<file path="src/rtl/wdt_keyed_pkg.sv">
package wdt_keyed_pkg;
  typedef enum logic {
    KEY_IDLE = 1'b0,
    KEY_HALF = 1'b1
  } key_st_e;
endpackage

</file>
<file path="src/rtl/wdt_key_seq.sv">
module wdt_key_seq
  import wdt_keyed_pkg::*;
#(
  parameter int          ADDR_W   = 8,
  parameter int          DATA_W   = 8,
  parameter logic [7:0]  SVC_ADDR = 8'hA6,
  parameter logic [7:0]  KEY_A    = 8'h1E,
  parameter logic [7:0]  KEY_B    = 8'hE1
) (
  input  logic              clk,
  input  logic              rst_n,
  input  logic              wr,
  input  logic [ADDR_W-1:0] addr,
  input  logic [DATA_W-1:0] wdata,
  output logic              key_done
);
  localparam logic [ADDR_W-1:0] SVC_A = ADDR_W'(SVC_ADDR);
  localparam logic [DATA_W-1:0] K_A   = DATA_W'(KEY_A);
  localparam logic [DATA_W-1:0] K_B   = DATA_W'(KEY_B);

  key_st_e st_q, st_d;
  logic    hit;

  assign hit      = wr && (addr == SVC_A);
  assign key_done = hit && (st_q == KEY_HALF) && (wdata == K_B);

  always_comb begin
    st_d = st_q;
    if (hit) begin
      if (wdata == K_A) st_d = KEY_HALF;
      else              st_d = KEY_IDLE;
    end
  end

  always_ff @(posedge clk or negedge rst_n) begin
    if (!rst_n) st_q <= KEY_IDLE;
    else        st_q <= st_d;
  end
endmodule

</file>
<file path="src/rtl/wdt_cycle_cnt.sv">
module wdt_cycle_cnt #(
  parameter int CNT_W = 14
) (
  input  logic             clk,
  input  logic             rst_n,
  input  logic             tick_ok,
  input  logic             key_done,
  input  logic             pulsing,
  input  logic             disarm,
  output logic             armed,
  output logic [CNT_W-1:0] cnt,
  output logic             ovf
);
  localparam logic [CNT_W-1:0] TOP = '1;

  logic inc;

  assign inc = armed && tick_ok && !pulsing;
  assign ovf = inc && !key_done && (cnt == TOP);

  always_ff @(posedge clk or negedge rst_n) begin
    if (!rst_n) begin
      armed <= 1'b0;
      cnt   <= '0;
    end else if (disarm) begin
      armed <= 1'b0;
      cnt   <= '0;
    end else if (key_done && !pulsing) begin
      armed <= 1'b1;
      cnt   <= '0;
    end else if (inc) begin
      cnt <= cnt + 1'b1;
    end
  end
endmodule

</file>
<file path="src/rtl/wdt_pulse_gen.sv">
module wdt_pulse_gen #(
  parameter int PULSE_LEN = 98
) (
  input  logic clk,
  input  logic rst_n,
  input  logic start,
  output logic active,
  output logic last
);
  localparam int PW = $clog2(PULSE_LEN + 1);
  localparam logic [PW-1:0] LEN = PW'(PULSE_LEN);

  logic [PW-1:0] left_q;

  assign active = (left_q != '0);
  assign last   = (left_q == PW'(1));

  always_ff @(posedge clk or negedge rst_n) begin
    if (!rst_n)       left_q <= '0;
    else if (start)   left_q <= LEN;
    else if (active)  left_q <= left_q - 1'b1;
  end
endmodule

</file>
<file path="src/rtl/wdt_keyed.sv">
module wdt_keyed #(
  parameter int         ADDR_W    = 8,
  parameter int         DATA_W    = 8,
  parameter int         CNT_W     = 14,
  parameter int         PULSE_LEN = 98,
  parameter logic [7:0] SVC_ADDR  = 8'hA6,
  parameter logic [7:0] KEY_A     = 8'h1E,
  parameter logic [7:0] KEY_B     = 8'hE1
) (
  input  logic              clk,
  input  logic              rst_n,
  input  logic              mc_tick,
  input  logic              sfr_wr,
  input  logic [ADDR_W-1:0] sfr_addr,
  input  logic [DATA_W-1:0] sfr_wdata,
  input  logic              idle_freeze,
  input  logic              pin_passive,
  input  logic              idle_mode,
  input  logic              pdown_mode,
  input  logic              wake_n,
  output logic              wdt_reset_o,
  output logic              rst_out_o
);
  logic             key_done;
  logic             armed;
  logic [CNT_W-1:0] cnt_q;
  logic             ovf;
  logic             pulsing;
  logic             pulse_last;
  logic             wake_hold_q;
  logic             suspend;
  logic             tick_ok;

  // Counting stays suspended after power-down until the wake line is released.
  always_ff @(posedge clk or negedge rst_n) begin
    if (!rst_n)          wake_hold_q <= 1'b0;
    else if (pdown_mode) wake_hold_q <= 1'b1;
    else if (wake_n)     wake_hold_q <= 1'b0;
  end

  assign suspend = pdown_mode || (wake_hold_q && !wake_n) || (idle_mode && idle_freeze);
  assign tick_ok = mc_tick && !suspend;

  wdt_key_seq #(
    .ADDR_W(ADDR_W), .DATA_W(DATA_W),
    .SVC_ADDR(SVC_ADDR), .KEY_A(KEY_A), .KEY_B(KEY_B)
  ) key_i (
    .clk(clk), .rst_n(rst_n), .wr(sfr_wr), .addr(sfr_addr),
    .wdata(sfr_wdata), .key_done(key_done)
  );

  wdt_cycle_cnt #(.CNT_W(CNT_W)) cnt_i (
    .clk(clk), .rst_n(rst_n), .tick_ok(tick_ok), .key_done(key_done),
    .pulsing(pulsing), .disarm(pulse_last), .armed(armed), .cnt(cnt_q), .ovf(ovf)
  );

  wdt_pulse_gen #(.PULSE_LEN(PULSE_LEN)) pulse_i (
    .clk(clk), .rst_n(rst_n), .start(ovf), .active(pulsing), .last(pulse_last)
  );

  assign wdt_reset_o = pulsing;
  assign rst_out_o   = pulsing && !pin_passive;
endmodule

</file>
<file path="config.mk">
export PLATFORM = sky130hd
export DESIGN_NAME = wdt_keyed
export DESIGN_NICKNAME = d
export VERILOG_FILES = /design/src/rtl/wdt_keyed_pkg.sv /design/src/rtl/wdt_key_seq.sv /design/src/rtl/wdt_cycle_cnt.sv /design/src/rtl/wdt_pulse_gen.sv /design/src/rtl/wdt_keyed.sv
export SDC_FILE = /design/constraint.sdc
export NUM_CORES = 1
export LEC_CHECK = 0
export BUFFER_PORTS_ARGS = -buffer_cell sky130_fd_sc_hd__buf_2
export CORE_ASPECT_RATIO = 0.5
export CORE_UTILIZATION = 36
export CTS_BUF_LIST = sky130_fd_sc_hd__clkbuf_8
export DETAILED_ROUTE_END_ITERATION = 10
export PLACE_DENSITY = 0.58
export SLEW_MARGIN = 40
export SYNTH_ARGS = -nofsm -noshare
export SYNTH_HDL_FRONTEND = slang
export SYNTH_SLANG_ARGS = --single-unit
</file>
<file path="constraint.sdc">
create_clock -name clk -period 4.04 [get_ports clk]
set_clock_uncertainty 0.15 [all_clocks]
set_input_delay 0.808 -clock clk [delete_from_list [all_inputs] [get_ports clk]]
set_output_delay 0.808 -clock clk [all_outputs]
set_load 0.005 [all_outputs]
</file>
# Word-level counts from Yosys, hierarchy flattened
# Index checks and enable logic that the tools add are counted.
totals:
  reg_bits: 24
  input_bits: 25
  out_inout_bits: 2
op_classes:
  n_addsub: 2
  eq_ne: 5
  n_mux: 10
  n_reduce_logical: 24
ops:
  columns: ["cell", "n"]
  rows:
  - ["$mux W14", 3]
  - ["$eq A8 B8 Y1 const B", 2]
  - ["$add A14 B1 Y14 const B", 1]
  - ["$eq A14 B14 Y1 const B", 1]
  - ["$mux W7", 2]
  - ["$logic_and A1 B1 Y1", 12]
  - ["$eq A8 B5 Y1 const B", 1]
  - ["$eq A7 B1 Y1 const B", 1]
  - ["$reduce_bool A7 Y1", 1]
  - ["$sub A7 B1 Y7 const B", 1]
  - ["$reduce_bool A2 Y1", 3]
  - ["$logic_not A1 Y1", 5]
  - ["$mux W1", 5]
  - ["$reduce_bool A3 Y1", 1]
  - ["$logic_or A1 B1 Y1", 2]

# Longest topological paths before layout
depth:
  ltp_word: 11
  mapped_depth: 9

# Hierarchy
# From an unflattened synthesis, not the netlist that was laid out.
unflattened:
  cells_unflattened: 147
  hier_area_um2: 1385.1
by_module_without_submodules:
  columns: ["module", "instances", "cells_each", "area_per_inst_um2", "seq_area_each_um2"]
  rows:
  - ["wdt_cycle_cnt", 1, 86, 792.0, 375.4]
  - ["wdt_pulse_gen", 1, 42, 412.9, 175.2]
  - ["wdt_key_seq", 1, 13, 115.1, 25.0]
  - ["wdt_keyed", 1, 6, 65.1, 25.0]

# Worst setup path after synthesis
# No wires, ideal clock.
synth_timing:
  kind: "register -> output"
  start: "register pulse_i.left_q[0]"
  end: "output port rst_out_o"
  arrival_time_ns: 1.487
  setup_slack_ns: 1.595
  path_stages_with_launch: 8
  n_path_buf: 2
  cell_sequence: "dfrtp_1 -> inv_1 -> ha_1 -> or3b_4 -> nor2b_4 -> buf_6 -> buf_2 -> nor2_1"
synth_via:
  elab_chain_cells: 2
synth_lines:
  columns: ["item", "line", "rtl"]
  rows:
  - ["start: declaration", "wdt_pulse_gen.sv:13", "logic [PW-1:0] left_q;"]
  - ["start signal: assignment", "wdt_pulse_gen.sv:21", "else if (active) left_q <= left_q - 1'b1;"]
  - ["$reduce_bool A7 Y1", "wdt_pulse_gen.sv:15", "assign active = (left_q != '0);"]
  - ["$logic_and A1 B1 Y1", "wdt_keyed.sv:62", "assign rst_out_o = pulsing && !pin_passive;"]
  - ["end: declaration", "wdt_keyed.sv:22", "output logic rst_out_o"]
# No other way between the ends.

# Worst setup path after layout
layout_timing:
  start: "register pulse_i.left_q[0]"
  end: "output port wdt_reset_o"
layout_via:
  elab_chain_cells: 1
layout_lines:
  columns: ["item", "line", "rtl"]
  rows:
  - ["$reduce_bool A7 Y1", "wdt_pulse_gen.sv:15", null]
  - ["end: declaration", "wdt_keyed.sv:21", "output logic wdt_reset_o,"]
# No other way between the ends.

==> impl_metrics.ini <==
[run_status]
status = finished, final reports clean

[route]
drc = 0
drtIter0Drc = 25
post_drt_wl_per_cell_um = 11.2
via_per_inst = 4.74
wl_um = 2440
ant_nets = 0
vias = 1029
firstDrtPassIters = 4

[final_layout]
antenna_cells = 0
mostFrequentLayoutCell = buf_2
syn2layout_area_growth_pct = 16.6
finish.net_count = 196
layout_common_cells = buf_2 (26), dfrtp_1 (24), nor2_1 (14)
drive_gt1_frac = 0.217
design_area_sq_um = 1550

[worst_setup_path]
crit_fanout = 17
worstRegToRegCells = 7
r2r_end = pulse_i.left_q[0]$_DFFE_PN0P_
slowest_stage = or3b_4
crit_type = reg2out
rr_startpoint = pulse_i.left_q[0]$_DFFE_PN0P_
required_ns = 3.08
cp.buffers_inverters = 3
cp_common_cell = inv_1
crit_family = simple AND/OR/NAND/NOR gates
crit_chain = inv_1 -> ha_1 -> or3b_4 -> nor2b_4 -> inv_1 -> buf_2
start_kind = flip-flop
r2r_slack_ns = 1.48
crit_arrival_ns = 2.03
cp-end-kind = output port
startpoint = pulse_i.left_q[0]$_DFFE_PN0P_
critPathMaxStageDelay_ns = 0.43

[synthesis]
synth_fp_nets = 167
ys_warn_count = 0
synth_flop_cell = dfrtp_1
syn_inst = 139
synth_area_per_cell_sq_um = 9.59
yosysUniqueCellTypes = 36
synth_edf_count = 0
synth_area_sq_um = 1330
synthArstFlopShare = 1.00
synth_seq_cells = 24
seq_area_frac_synth = 0.451

[cts]
cts_buffer_depth = 2
tritoncts = yes
cts_buffers = 3
post-cts-setup-buffers = 0
cts.sinks = 24
htreeDepth = 1
clk_latency_ns = 0.26
clk_pin_slew_ns = 0.08
cts_resized = 0
cts_root_buf = clkbuf_8
holdBufCountCts = 0

[flow_run]
cap_violations = 0

[global_routing]
grt_max_degree = 25
first_global_vias = 998
grt_first_pass_wirelength_um = 4290
grt_use_total = 0.147
antenna_found_initial = 0
overflow = 0

[power]
power_density_nw_per_um2 = 260
vdd_drop_max_mv = 0.105
pwr-share-seq = 0.599
pwr-share-clk = 0.343
p_int_mw = 0.320
p_switching_mw = 0.0843
leakagePower_nw = 0.680
combPwrFrac = 0.058
swShare = 0.209

[floorplan]
coreArea_sq_um = 3490
die_h_um = 45.0
die-area_sq_um = 3960
die_w_um = 88.0
pin_count = 27
row_count = 15
initial_core_util = 0.382

[placed_design]
portBuffers = 26
place_area_sq_um = 1510
hpwl_um = 1880
gp_congestion = 0.740

[sta]
period_needed_ns = 2.99
relSlewSlack = 0.652
timing.fmax_ghz = 0.335
rsz0062_at_grt = no
finalHoldViolCount = 0
drv_slew = 0
fin_crit_sh = 0.739
setup_viol = 0
fin_tns_setup_ns = 0
worst_pin_slew_ns = 0.523

[worst_hold_path]
hp-class = in2async
layer usage:
| metal | GRT usage | part of all wire | up-vias |
|---|---|---|---|
| met3 | 0.0439 | 0.027 | 5 |
| li1 | - | - | 551 |
| met1 | 0.196 | 0.50 | 467 |
| met5 | 0 | 0 | - |
| met4 | 0.0581 | 0.017 | 0 |
| met2 | 0.228 | 0.45 | 6 |
how the worst max path moves through the flow:
stage	endpoint	slack, ns	cells after the start
5_1_grt	wdt_reset_o	0.89	6
3_5_place_dp	wdt_reset_o	1.35	6
3_3_place_gp	wdt_reset_o	1.40	6
4_1_cts	wdt_reset_o	1.04	6
6_report	wdt_reset_o	1.05	6
2_1_floorplan	rst_out_o	1.60	7
sequential cells by signal, summed over array words and instances, names as in the netlist:
name	flops
cnt_i.cnt	14
cnt_i.armed	1
wake_hold_q	1
key_i.st_q	1
pulse_i.left_q	7
worst register-to-register path, cell delays in order, from the launching register on:
cell and delay (ns):
dfrtp_1 0.42, inv_1 0.07, ha_1 0.18, or3b_4 0.43
nor2b_4 0.36, nand4_2 0.14, or4b_4 0.56, and2_1 0.15
kinds of logic after synthesis:
logic type | share of synthesized area
and+or+nand+nor | 0.312
muxes | 0.00751
xor gates and xnor gates | 0.0657
buffers and inverters | 0.0329
DFF | 0.451
AOI/OAI and AO/OA | 0.103
adders and majority gates | 0.0282
per-stage QoR:
| stage | total power, mW | worst slack (ns) | hold WS [ns] | util | instances |
|---|---|---|---|---|---|
| 5_1_grt | 0.426 | 0.895 | 0.384 | 0.445 | 217 |
| 4_1_cts | 0.412 | 1.04 | 0.367 | 0.445 | 217 |
| 2_1_floorplan | 0.252 | 1.60 | 0.314 | - | 139 |
| 3_5_place_dp | 0.271 | 1.35 | 0.339 | 0.433 | 214 |
| 3_3_place_gp | 0.271 | 1.40 | 0.346 | 0.433 | 214 |
| 6_report | 0.404 | 1.05 | 0.358 | 0.445 | 217 |
power by group through the flow:
stage | registers [mW] | logic [mW] | clock network, mW
2_1_floorplan | 0.247 | 0.00526 | 0
3_3_place_gp | 0.247 | 0.0241 | 0
3_5_place_dp | 0.247 | 0.0245 | 0
4_1_cts | 0.242 | 0.0244 | 0.145
5_1_grt | 0.242 | 0.0267 | 0.157
6_report | 0.242 | 0.0235 | 0.139
area by class of cell:
class	count	area [sq um]
Inverter	6	22.5
Multi-Input combinational cell	106	688
Clock buffer	3	41.3
Sequential cell	24	601
Fill cell	359	1940
Tap cell	51	63.8
Timing Repair Buffer	27	138
cells in the mapped netlist, types with 2 or more instances:
cell type	instances	share of area
a21oi_1	8	0.030
and2_1	3	0.014
and3_1	2	0.0094
buf_2	2	0.0075
dfrtp_1	24	0.45
ha_1	3	0.028
inv_1	6	0.017
nand2_1	9	0.025
nand3_1	10	0.038
nand4_1	7	0.033
nor2_1	14	0.039
nor3_1	3	0.011
nor3b_1	2	0.011
nor4bb_1	2	0.015
o21ai_0	7	0.026
or3_1	9	0.042
xnor2_1	3	0.020
xor2_1	7	0.046
Note: power is estimated with default switching activity, not from simulation.
